File: src/rtl/convtrig_pkg.sv
package convtrig_pkg;

    localparam int BUS_W         = 8;
    localparam int CHAN_W        = 4;
    localparam int RES_W         = 16;
    localparam int ACQ_TAD_MAX   = 20;
    localparam int TAD_SHIFT_MAX = 7;

    localparam logic [3:0] MODE_SPECIAL = 4'b1011;

    typedef enum logic [2:0] {
        A_CTRL   = 3'd0,
        A_CFG    = 3'd1,
        A_MODE   = 3'd2,
        A_CMP_LO = 3'd3,
        A_CMP_HI = 3'd4,
        A_RES_HI = 3'd5,
        A_RES_LO = 3'd6,
        A_TMR_LO = 3'd7
    } reg_addr_e;

    typedef enum logic [1:0] {
        SEQ_IDLE,
        SEQ_ACQ,
        SEQ_CONV
    } seq_state_e;

    typedef struct packed {
        logic              flag;
        logic              rsvd;
        logic [CHAN_W-1:0] chan;
        logic              go;
        logic              en;
    } ctrl_view_t;

    typedef struct packed {
        logic       right_just;
        logic       rsvd;
        logic [2:0] acq;
        logic [2:0] tad;
    } cfg_t;

    // acquisition length in conversion-clock periods for each code
    function automatic logic [4:0] acq_tad(input logic [2:0] code);
        logic [4:0] n;
        case (code)
            3'd0:    n = 5'd0;
            3'd1:    n = 5'd2;
            3'd2:    n = 5'd4;
            3'd3:    n = 5'd6;
            3'd4:    n = 5'd8;
            3'd5:    n = 5'd12;
            3'd6:    n = 5'd16;
            default: n = 5'd20;
        endcase
        return n;
    endfunction

endpackage

File: src/rtl/convtrig_timer.sv
module convtrig_timer
    import convtrig_pkg::*;
#(
    parameter int TMR_W = 16
) (
    input  logic             clk,
    input  logic             rst,
    input  logic [3:0]       mode,
    input  logic [TMR_W-1:0] cmp,
    output logic [TMR_W-1:0] tmr,
    output logic             trig
);

    always_comb begin
        trig = (mode == MODE_SPECIAL) && (tmr == cmp);
    end

    always_ff @(posedge clk) begin
        if (rst) begin
            tmr <= '0;
        end else if (trig) begin
            tmr <= '0;
        end else begin
            tmr <= tmr + 1'b1;
        end
    end

endmodule

File: src/rtl/convtrig_seq.sv
module convtrig_seq
    import convtrig_pkg::*;
#(
    parameter int SMP_W    = 10,
    parameter int CONV_TAD = 11,
    parameter int CNT_W    = 12
) (
    input  logic             clk,
    input  logic             rst,
    input  logic             start,
    input  logic             abort,
    input  logic [2:0]       acq_code,
    input  logic [2:0]       tad_code,
    input  logic [SMP_W-1:0] sample,
    output logic             busy,
    output logic             finish,
    output logic [SMP_W-1:0] raw
);

    seq_state_e       st;
    logic [CNT_W-1:0] cnt;
    logic [CNT_W-1:0] acq_cyc;
    logic [CNT_W-1:0] conv_cyc;
    logic             last;

    always_comb begin
        acq_cyc  = CNT_W'(acq_tad(acq_code)) << tad_code;
        conv_cyc = CNT_W'(CONV_TAD) << tad_code;
        last     = (cnt == CNT_W'(1));
        busy     = (st != SEQ_IDLE);
        finish   = (st == SEQ_CONV) && last && !abort;
    end

    always_ff @(posedge clk) begin
        if (rst) begin
            st  <= SEQ_IDLE;
            cnt <= '0;
            raw <= '0;
        end else if (abort) begin
            st  <= SEQ_IDLE;
            cnt <= '0;
        end else begin
            case (st)
                SEQ_IDLE: begin
                    if (start) begin
                        if (acq_cyc == '0) begin
                            st  <= SEQ_CONV;
                            cnt <= conv_cyc;
                        end else begin
                            st  <= SEQ_ACQ;
                            cnt <= acq_cyc;
                        end
                    end
                end
                SEQ_ACQ: begin
                    if (last) begin
                        st  <= SEQ_CONV;
                        cnt <= conv_cyc;
                    end else begin
                        cnt <= cnt - 1'b1;
                    end
                end
                SEQ_CONV: begin
                    if (last) begin
                        st  <= SEQ_IDLE;
                        cnt <= '0;
                        raw <= sample;
                    end else begin
                        cnt <= cnt - 1'b1;
                    end
                end
                default: begin
                    st  <= SEQ_IDLE;
                    cnt <= '0;
                end
            endcase
        end
    end

endmodule

File: src/rtl/convtrig_ctrl.sv
module convtrig_ctrl
    import convtrig_pkg::*;
#(
    parameter int TMR_W    = 16,
    parameter int SMP_W    = 10,
    parameter int CONV_TAD = 11
) (
    input  logic              clk,
    input  logic              rst,
    input  logic [2:0]        bus_addr,
    input  logic              bus_wr,
    input  logic [BUS_W-1:0]  bus_wdata,
    output logic [BUS_W-1:0]  bus_rdata,
    input  logic [SMP_W-1:0]  sample_in,
    output logic [CHAN_W-1:0] chan_sel,
    output logic              done_flag,
    output logic [RES_W-1:0]  result
);

    localparam int CNT_W = $clog2(((ACQ_TAD_MAX + CONV_TAD) << TAD_SHIFT_MAX) + 1);
    localparam int HI_W  = TMR_W - BUS_W;
    localparam int PAD_W = RES_W - SMP_W;

    logic              en_q;
    logic [CHAN_W-1:0] chan_q;
    logic              flag_q;
    cfg_t              cfg_q;
    logic [3:0]        mode_q;
    logic [TMR_W-1:0]  cmp_q;

    logic [TMR_W-1:0]  tmr_q;
    logic              trig;
    logic              busy;
    logic              finish;
    logic [SMP_W-1:0]  raw;

    ctrl_view_t        wv;
    ctrl_view_t        rv;
    logic              wr_ctrl;
    logic              en_next;
    logic              start;
    logic              abort;

    always_comb begin
        wv      = ctrl_view_t'(bus_wdata);
        wr_ctrl = bus_wr && (reg_addr_e'(bus_addr) == A_CTRL);
        en_next = wr_ctrl ? wv.en : en_q;
        start   = !busy && en_next && (trig || (wr_ctrl && wv.go));
        abort   = busy && wr_ctrl && (!wv.go || !wv.en);
    end

    convtrig_timer #(
        .TMR_W (TMR_W)
    ) u_timer (
        .clk  (clk),
        .rst  (rst),
        .mode (mode_q),
        .cmp  (cmp_q),
        .tmr  (tmr_q),
        .trig (trig)
    );

    convtrig_seq #(
        .SMP_W    (SMP_W),
        .CONV_TAD (CONV_TAD),
        .CNT_W    (CNT_W)
    ) u_seq (
        .clk      (clk),
        .rst      (rst),
        .start    (start),
        .abort    (abort),
        .acq_code (cfg_q.acq),
        .tad_code (cfg_q.tad),
        .sample   (sample_in),
        .busy     (busy),
        .finish   (finish),
        .raw      (raw)
    );

    always_ff @(posedge clk) begin
        if (rst) begin
            en_q   <= 1'b0;
            chan_q <= '0;
            cfg_q  <= '0;
            mode_q <= '0;
            cmp_q  <= '0;
        end else if (bus_wr) begin
            case (reg_addr_e'(bus_addr))
                A_CTRL: begin
                    en_q   <= wv.en;
                    chan_q <= wv.chan;
                end
                A_CFG: begin
                    cfg_q      <= cfg_t'(bus_wdata);
                    cfg_q.rsvd <= 1'b0;
                end
                A_MODE:   mode_q <= bus_wdata[3:0];
                A_CMP_LO: cmp_q[BUS_W-1:0] <= bus_wdata;
                A_CMP_HI: cmp_q[TMR_W-1:BUS_W] <= bus_wdata[HI_W-1:0];
                default: ;
            endcase
        end
    end

    // completion sets the flag; a control write with bit 7 clear drops it
    always_ff @(posedge clk) begin
        if (rst) begin
            flag_q <= 1'b0;
        end else if (finish) begin
            flag_q <= 1'b1;
        end else if (wr_ctrl && !wv.flag) begin
            flag_q <= 1'b0;
        end
    end

    always_comb begin
        if (cfg_q.right_just) begin
            result = {{PAD_W{1'b0}}, raw};
        end else begin
            result = {raw, {PAD_W{1'b0}}};
        end
        chan_sel  = chan_q;
        done_flag = flag_q;
        rv        = '{flag: flag_q, rsvd: 1'b0, chan: chan_q, go: busy, en: en_q};
        case (reg_addr_e'(bus_addr))
            A_CTRL:   bus_rdata = rv;
            A_CFG:    bus_rdata = cfg_q;
            A_MODE:   bus_rdata = {4'b0000, mode_q};
            A_CMP_LO: bus_rdata = cmp_q[BUS_W-1:0];
            A_CMP_HI: bus_rdata = BUS_W'(cmp_q[TMR_W-1:BUS_W]);
            A_RES_HI: bus_rdata = result[RES_W-1:BUS_W];
            A_RES_LO: bus_rdata = result[BUS_W-1:0];
            default:  bus_rdata = tmr_q[BUS_W-1:0];
        endcase
    end

endmodule

File: config.mk
export PLATFORM = sky130hd
export DESIGN_NAME = convtrig_ctrl
export DESIGN_NICKNAME = d
export VERILOG_FILES = /design/src/rtl/convtrig_pkg.sv /design/src/rtl/convtrig_timer.sv /design/src/rtl/convtrig_seq.sv /design/src/rtl/convtrig_ctrl.sv
export SDC_FILE = /design/constraint.sdc
export NUM_CORES = 1
export LEC_CHECK = 0
export CAP_MARGIN = 25
export CORE_MARGIN = 5
export CORE_UTILIZATION = 62
export DETAILED_ROUTE_END_ITERATION = 8
export DONT_BUFFER_PORTS = 1
export PLACE_DENSITY = 0.78
export SYNTH_ARGS = -nofsm -noshare
export SYNTH_HDL_FRONTEND = slang
export SYNTH_HIERARCHICAL = 1
export SYNTH_SLANG_ARGS = --single-unit
File: constraint.sdc
create_clock -name clk -period 2.8 [get_ports clk]
set_clock_uncertainty 0.05 [all_clocks]
set_input_delay 0.42 -clock clk [delete_from_list [all_inputs] [get_ports clk]]
set_output_delay 0.42 -clock clk [all_outputs]
set_load 0.02 [all_outputs]
==> results of run 1 <==
-- kinds of logic (layout without fill, tap and decap cells) --
logic type               Yosys count  after routing  share of synthesized area
multiplexers                      36             36                     0.0799
adder cells (fa/ha/maj)            7              7                     0.0185
AND/OR/NAND/NOR                  244            244                      0.273
XOR/XNOR                          35             35                     0.0646
flip-flops                        73             73                      0.308
buffers and inverters             55             46                     0.0578
AO/OA/AOI/OAI                    136            136                      0.198
-- critical path, cell delays in order, from the launching register on --
cell and delay, ns:
dfxtp_1 0.56, mux2_2 0.46, a32o_1 0.29, o32a_1 0.43
-- worst paths after layout --
path	startpoint	end	slack, ns	cells past startpoint
worst max-delay path	cfg_q[7]	bus_rdata[1]	0.23	3
worst max register to register	u_timer/tmr[5]	u_seq/cnt[6]	0.31	10
worst min register to register	cmp_q[6]	cmp_q[6]	0.44	2
worst min-delay path	rst	cmp_q[8]	0.08	1
-- flip-flops by register name, summed over array words and instances (netlist names) --
signal and count:
u_seq/raw 10, cfg_q 7, en_q 1, cmp_q 16, done_flag 1, u_seq/cnt 12, chan_sel 4, mode_q 4
u_seq/st 2, u_timer/tmr 16
-- placed cells by master, fill, tap and decap left out, types with 4 or more instances in the layout --
cell type / netlist / final
mux2i_1: 27 / 27
o2bb2ai_1: 4 / 4
nand2b_1: 7 / 7
a2bb2oi_1: 5 / 5
nor2_1: 59 / 59
nand3_1: 12 / 12
and3_1: 6 / 6
o221ai_1: 4 / 4
nand4_1: 8 / 8
xnor2_1: 24 / 24
o22a_1: 4 / 4
nor3_1: 11 / 11
o21ai_0: 17 / 17
o211ai_1: 9 / 9
dfxtp_1: 73 / 73
or3_1: 7 / 7
buf_4: 6 / 14
a21oi_1: 42 / 41
inv_1: 15 / 15
xor2_1: 11 / 11
o22ai_1: 6 / 6
a22oi_1: 6 / 6
nor3_4: 4 / 4
nand2_1: 75 / 75
and2b_2: 4 / 4
mux2_2: 6 / 6
a32oi_1: 6 / 6
clkbuf_8: 0 / 10
nor2b_1: 14 / 14
and2_1: 7 / 7
ha_1: 7 / 7
-- per-layer routing --
layer,track usage,part of all wire,vias up
li1,-,-,2065
met1,0.324,0.38,2045
met2,0.478,0.49,246
met3,0.0761,0.091,51
met4,0.132,0.037,0
met5,0,0,-
-- final cells by class --
type | instances | share of cell area
clock buffers | 10 | 0.0277
clock inverters | 6 | 0.0146
inverters | 16 | 0.0121
multi-input cells | 458 | 0.605
flip-flops and latches | 73 | 0.294
well taps | 102 | 0.0256
repair buffers | 14 | 0.0211
-- power breakdown --
part / switching, mW / leakage (nW) / internal [mW] / total [mW]
clock: 0.445 / 0.104 / 0.447 / 0.892
combinational: 0.120 / 1.18 / 0.0891 / 0.210
sequential: 0.0253 / 0.590 / 1.05 / 1.08
total: 0.591 / 1.87 / 1.59 / 2.18
==> results.sh, run 1 <==
export IMPL_outcome="finished, final reports clean"
export IMPL_synthesis_nets=617
export IMPL_peakVddDrop_v=0.000397
export IMPL_dp_slack_ns=0.291
export IMPL_finalCritPeriodShare=0.916
export IMPL_n_antenna_cell=0
export IMPL_cts_hold_buf=0
export IMPL_cts_setup_buffers=0
export IMPL_required_ns=2.33
export IMPL_dpl_cell_area_sq_mm=0.00476
export IMPL_multi_input_area_sq_mm=0.00301
export IMPL_dieWidth_um=97.5
export IMPL_setup_tns_ns=0
export IMPL_cap_violations=0
export IMPL_start_kind="register"
export IMPL_finalWeightedCongestion=0.988
export IMPL_yosysWarnings=6
export IMPL_start_util=0.624
export IMPL_area_growth_pct=4.90
export IMPL_synth_most_common_cell="nand2_1"
export IMPL_design_area_sq_mm=0.00498
export IMPL_cts_resized=0
export IMPL_end_kind="primary output"
export IMPL_holdWs_ns=0.0796
export IMPL_power_density_mw_per_mm2=438
export IMPL_num_io_pins=53
export IMPL_synth_cell_types=77
export IMPL_coreArea_sq_mm=0.00761
export IMPL_period_needed_ns=2.57
export IMPL_wirelength_um=13500
export IMPL_n_fill_cell=664
export IMPL_cts_buffers=9
export IMPL_hpwl_um=9880
export IMPL_nets=603
export IMPL_power_leakage_nw=1.87
export IMPL_drive_gt1_frac=0.123
export IMPL_synth_top_area_share=0.308
export IMPL_grt_pass1_wl_um=21800
export IMPL_async_reset_ff_frac=0
export IMPL_grt_usage=0.280
export IMPL_finalMaxSlewViolations=0
export IMPL_crit_type="register to primary output"
export IMPL_clk_pin_slew_ns=0.09
export IMPL_ys_flop_type="dfxtp_1"
export IMPL_ys_top_cells_by_count="nand2_1 (75), dfxtp_1 (73), nor2_1 (59)"
export IMPL_root_buffer="clkbuf_8"
export IMPL_relSlewSlack=0.508
export IMPL_grt_ovfl_total=0
export IMPL_cp_max_fo=10
export IMPL_synth_edf_count=0
export IMPL_drt_iter0_drc=384
export IMPL_crit_arrival_ns=2.10
export IMPL_drt_wirelength_per_cell_um=19.9
export IMPL_port_buffers=0
export IMPL_dieArea_sq_mm=0.00950
export IMPL_seq_area_frac_synth=0.308
export IMPL_seq_area_sq_mm=0.00146
export IMPL_grt_max_degree=47
export IMPL_place_inst=663
export IMPL_die_h_um=97.5
export IMPL_clk_insertion_delay_late_ns=0.36
export IMPL_synth_area_leaders="dfxtp_1 (31%), nand2_1 (5.9%), mux2i_1 (5.7%), nor2_1 (4.7%), a21oi_1 (4.4%)"
export IMPL_finalPower_mw=2.18
export IMPL_clk_path_buf_depth=2
export IMPL_post_route_util=0.654
export IMPL_setup_viol=0
export IMPL_cts_tree="built"
export IMPL_drtPass1Iterations=6
export IMPL_clkSinkCount=73
export IMPL_hold_viol=0
export IMPL_postRouteAntennaNets=0
export IMPL_avgSynthCellArea_sq_um=8.10
export IMPL_route_detailed_drc=0
export IMPL_rsz0062_at_grt="no"
export IMPL_htree_levels=3
export IMPL_via_per_inst=6.49
export IMPL_tightest_slew_ns=0.738
export IMPL_ys_seq_elements=73
export IMPL_row_count=32
export IMPL_instances_no_fill=679
export IMPL_fmax_ghz=0.390
export IMPL_syn_inst=586
export IMPL_worst_slack_ns=0.235
export IMPL_synth_area_leader_cell="dfxtp_1"
export IMPL_netlist_area_sq_mm=0.00474
export IMPL_via_count=4407
export IMPL_grt_pass1_vias=4382
export IMPL_antenna_found_initial=0
export IMPL_hp_class="input pin to register"
No activity file was read; power rests on OpenSTA's default activity.
==> inputs of run 2 (changes only) <==
--- a/config.mk
+++ b/config.mk
@@ -10,7 +10,7 @@
 export CORE_UTILIZATION = 62
 export DETAILED_ROUTE_END_ITERATION = 8
 export DONT_BUFFER_PORTS = 1
-export PLACE_DENSITY = 0.78
+export PLACE_DENSITY_LB_ADDON = 0.15
 export SYNTH_ARGS = -nofsm -noshare
 export SYNTH_HDL_FRONTEND = slang
 export SYNTH_HIERARCHICAL = 1
==> run 2 against run 1 <==
Against the previous run: first-iteration DRC count decreased by 4.9%; critical endpoint is now u_seq/cnt[6]; hold slack worse by 0.0077 ns; total power shrank 1.6%.
==> results.sh, run 2 (synthesis gave the netlist of run 1 again) <==
export IMPL_relSlewSlack=0.452
export IMPL_outcome="finished, final reports clean"
export IMPL_worst_slack_ns=0.219
export IMPL_cts_hold_buf=0
export IMPL_rr_worst_depth=10
export IMPL_area_growth_pct=4.01
export IMPL_htree_levels=3
export IMPL_dieArea_sq_mm=0.00950
export IMPL_peakVddDrop_v=0.000284
export IMPL_tightest_slew_ns=0.821
export IMPL_cts_setup_buffers=0
export IMPL_met2_length_um=6550
export IMPL_clk_pin_slew_ns=0.08
export IMPL_port_buffers=0
export IMPL_hp_class="input pin to register"
export IMPL_clk_path_buf_depth=2
export IMPL_cts_resized=0
export IMPL_start_kind="register"
export IMPL_postRouteAntennaNets=0
export IMPL_coreArea_sq_mm=0.00761
export IMPL_start_util=0.624
export IMPL_finalPower_mw=2.15
export IMPL_wl_met3_um=1300
export IMPL_num_io_pins=53
export IMPL_end_kind="register"
export IMPL_holdWs_ns=0.0720
export IMPL_drtPass1Iterations=7
export IMPL_root_buffer="clkbuf_8"
export IMPL_dp_slack_ns=0.193
export IMPL_crit_path_top_delay_cell="dfxtp_1"
export IMPL_cp_max_fo=6
export IMPL_cts_buffers=9
export IMPL_setup_viol=0
export IMPL_post_route_util=0.649
export IMPL_dieWidth_um=97.5
export IMPL_final_common_cell="nand2_1"
export IMPL_whs_path_depth=1
export IMPL_nets=598
export IMPL_finalWeightedCongestion=0.929
export IMPL_hpwl_um=10100
export IMPL_via_count=4471
export IMPL_cap_violations=0
export IMPL_power_leakage_nw=1.84
export IMPL_grt_max_degree=47
export IMPL_wirelength_um=13900
export IMPL_die_h_um=97.5
export IMPL_top_layer="met4"
export IMPL_layout_common_cells="nand2_1 (75), dfxtp_1 (73), nor2_1 (59)"
export IMPL_power_density_mw_per_mm2=435
export IMPL_crit_arrival_ns=2.78
export IMPL_clk_insertion_delay_late_ns=0.36
export IMPL_fmax_ghz=0.387
export IMPL_crit_type="register to register"
export IMPL_required_ns=3.00
export IMPL_cts_tree="built"
export IMPL_rsz0062_at_grt="no"
export IMPL_wl_met1_um=5410
export IMPL_drt_iter0_drc=365
export IMPL_n_antenna_cell=0
export IMPL_hold_viol=0
export IMPL_crit_chain="xnor2_1 > nand4_1 > nor3_1 > and3_1 > o211ai_1 > a21oi_2 > inv_1 > a222oi_1 > o22ai_1 > o221a_2"
export IMPL_r2r_setup_slack_ns=0.22
export IMPL_drt_wirelength_per_cell_um=20.6
export IMPL_route_detailed_drc=0
export IMPL_setup_tns_ns=0
export IMPL_grt_ovfl_total=0
export IMPL_drive_gt1_frac=0.115
export IMPL_max_stage_delay_ns=0.44
export IMPL_finalMaxSlewViolations=0
export IMPL_grt_pass1_vias=4151
export IMPL_row_count=32
export IMPL_antenna_found_initial=0
export IMPL_grt_pass1_wl_um=22400
export IMPL_period_needed_ns=2.58
export IMPL_via_per_inst=6.63
export IMPL_finalCritPeriodShare=0.922
export IMPL_grt_usage=0.292
export IMPL_reg_top3="cmp_q: 16 flops, u_timer/tmr: 16 flops, u_seq/cnt: 12 flops"
export IMPL_clkSinkCount=73
-- run 2: changes by cell type in the layout (fill, tap and decap cells not counted) --
cell / previous run / this run
buf_4: 14 / 9
clkbuf_1: 0 / 1
clkbuf_8: 10 / 9
clkinv_2: 0 / 1
clkinvlp_4: 1 / 2
inv_6: 3 / 1
nor2_2: 3 / 2
nor2_4: 0 / 1
or3_1: 7 / 6
or3_4: 1 / 2
-- run 2: critical path, delay by kind of cell (launching register included) --
family / cells / cell delay [ns]
buf+inv: 1 / 0.15
compound gates: 5 / 1.09
xor+xnor: 1 / 0.15
simple gates: 3 / 0.59
flops: 1 / 0.44
-- run 2: stage by stage --
stage	area [sq um]	std cells
floorplan	4740	586
global placement	4730	658
detailed placement	4730	658
CTS	4920	674
global route	4930	674
finish	4930	674
-- run 2: path summary, 6_finish.rpt --
kind / end / startpoint
worst max register to register: u_seq/cnt[6] / u_timer/tmr[10]
worst min-delay path: cmp_q[13] / rst
worst max-delay path: u_seq/cnt[6] / u_timer/tmr[10]
worst min register to register: cmp_q[3] / cmp_q[3]
-- run 2: metal layers --
layer  vias to the layer above  global-route usage
li1                       2058                   -
met1                      2110               0.368
met2                       252               0.468
met3                        51              0.0747
met4                         0               0.133
met5                         -                   0
-- run 2: cell type report --
type,instances,area (sq um)
Clock buffer,10,128
Multi-Input combinational cell,458,3020
Timing Repair Buffer,9,67.6
Fill cell,690,2670
Sequential cell,73,1460
Inverter,16,60.1
Clock inverter,6,67.6
Tap cell,102,128
-- run 2: where the power goes --
group	switching (mW)	total [mW]	internal [mW]
logic	0.117	0.204	0.0863
clock network	0.444	0.859	0.415
registers	0.0291	1.08	1.05
total	0.591	2.15	1.55
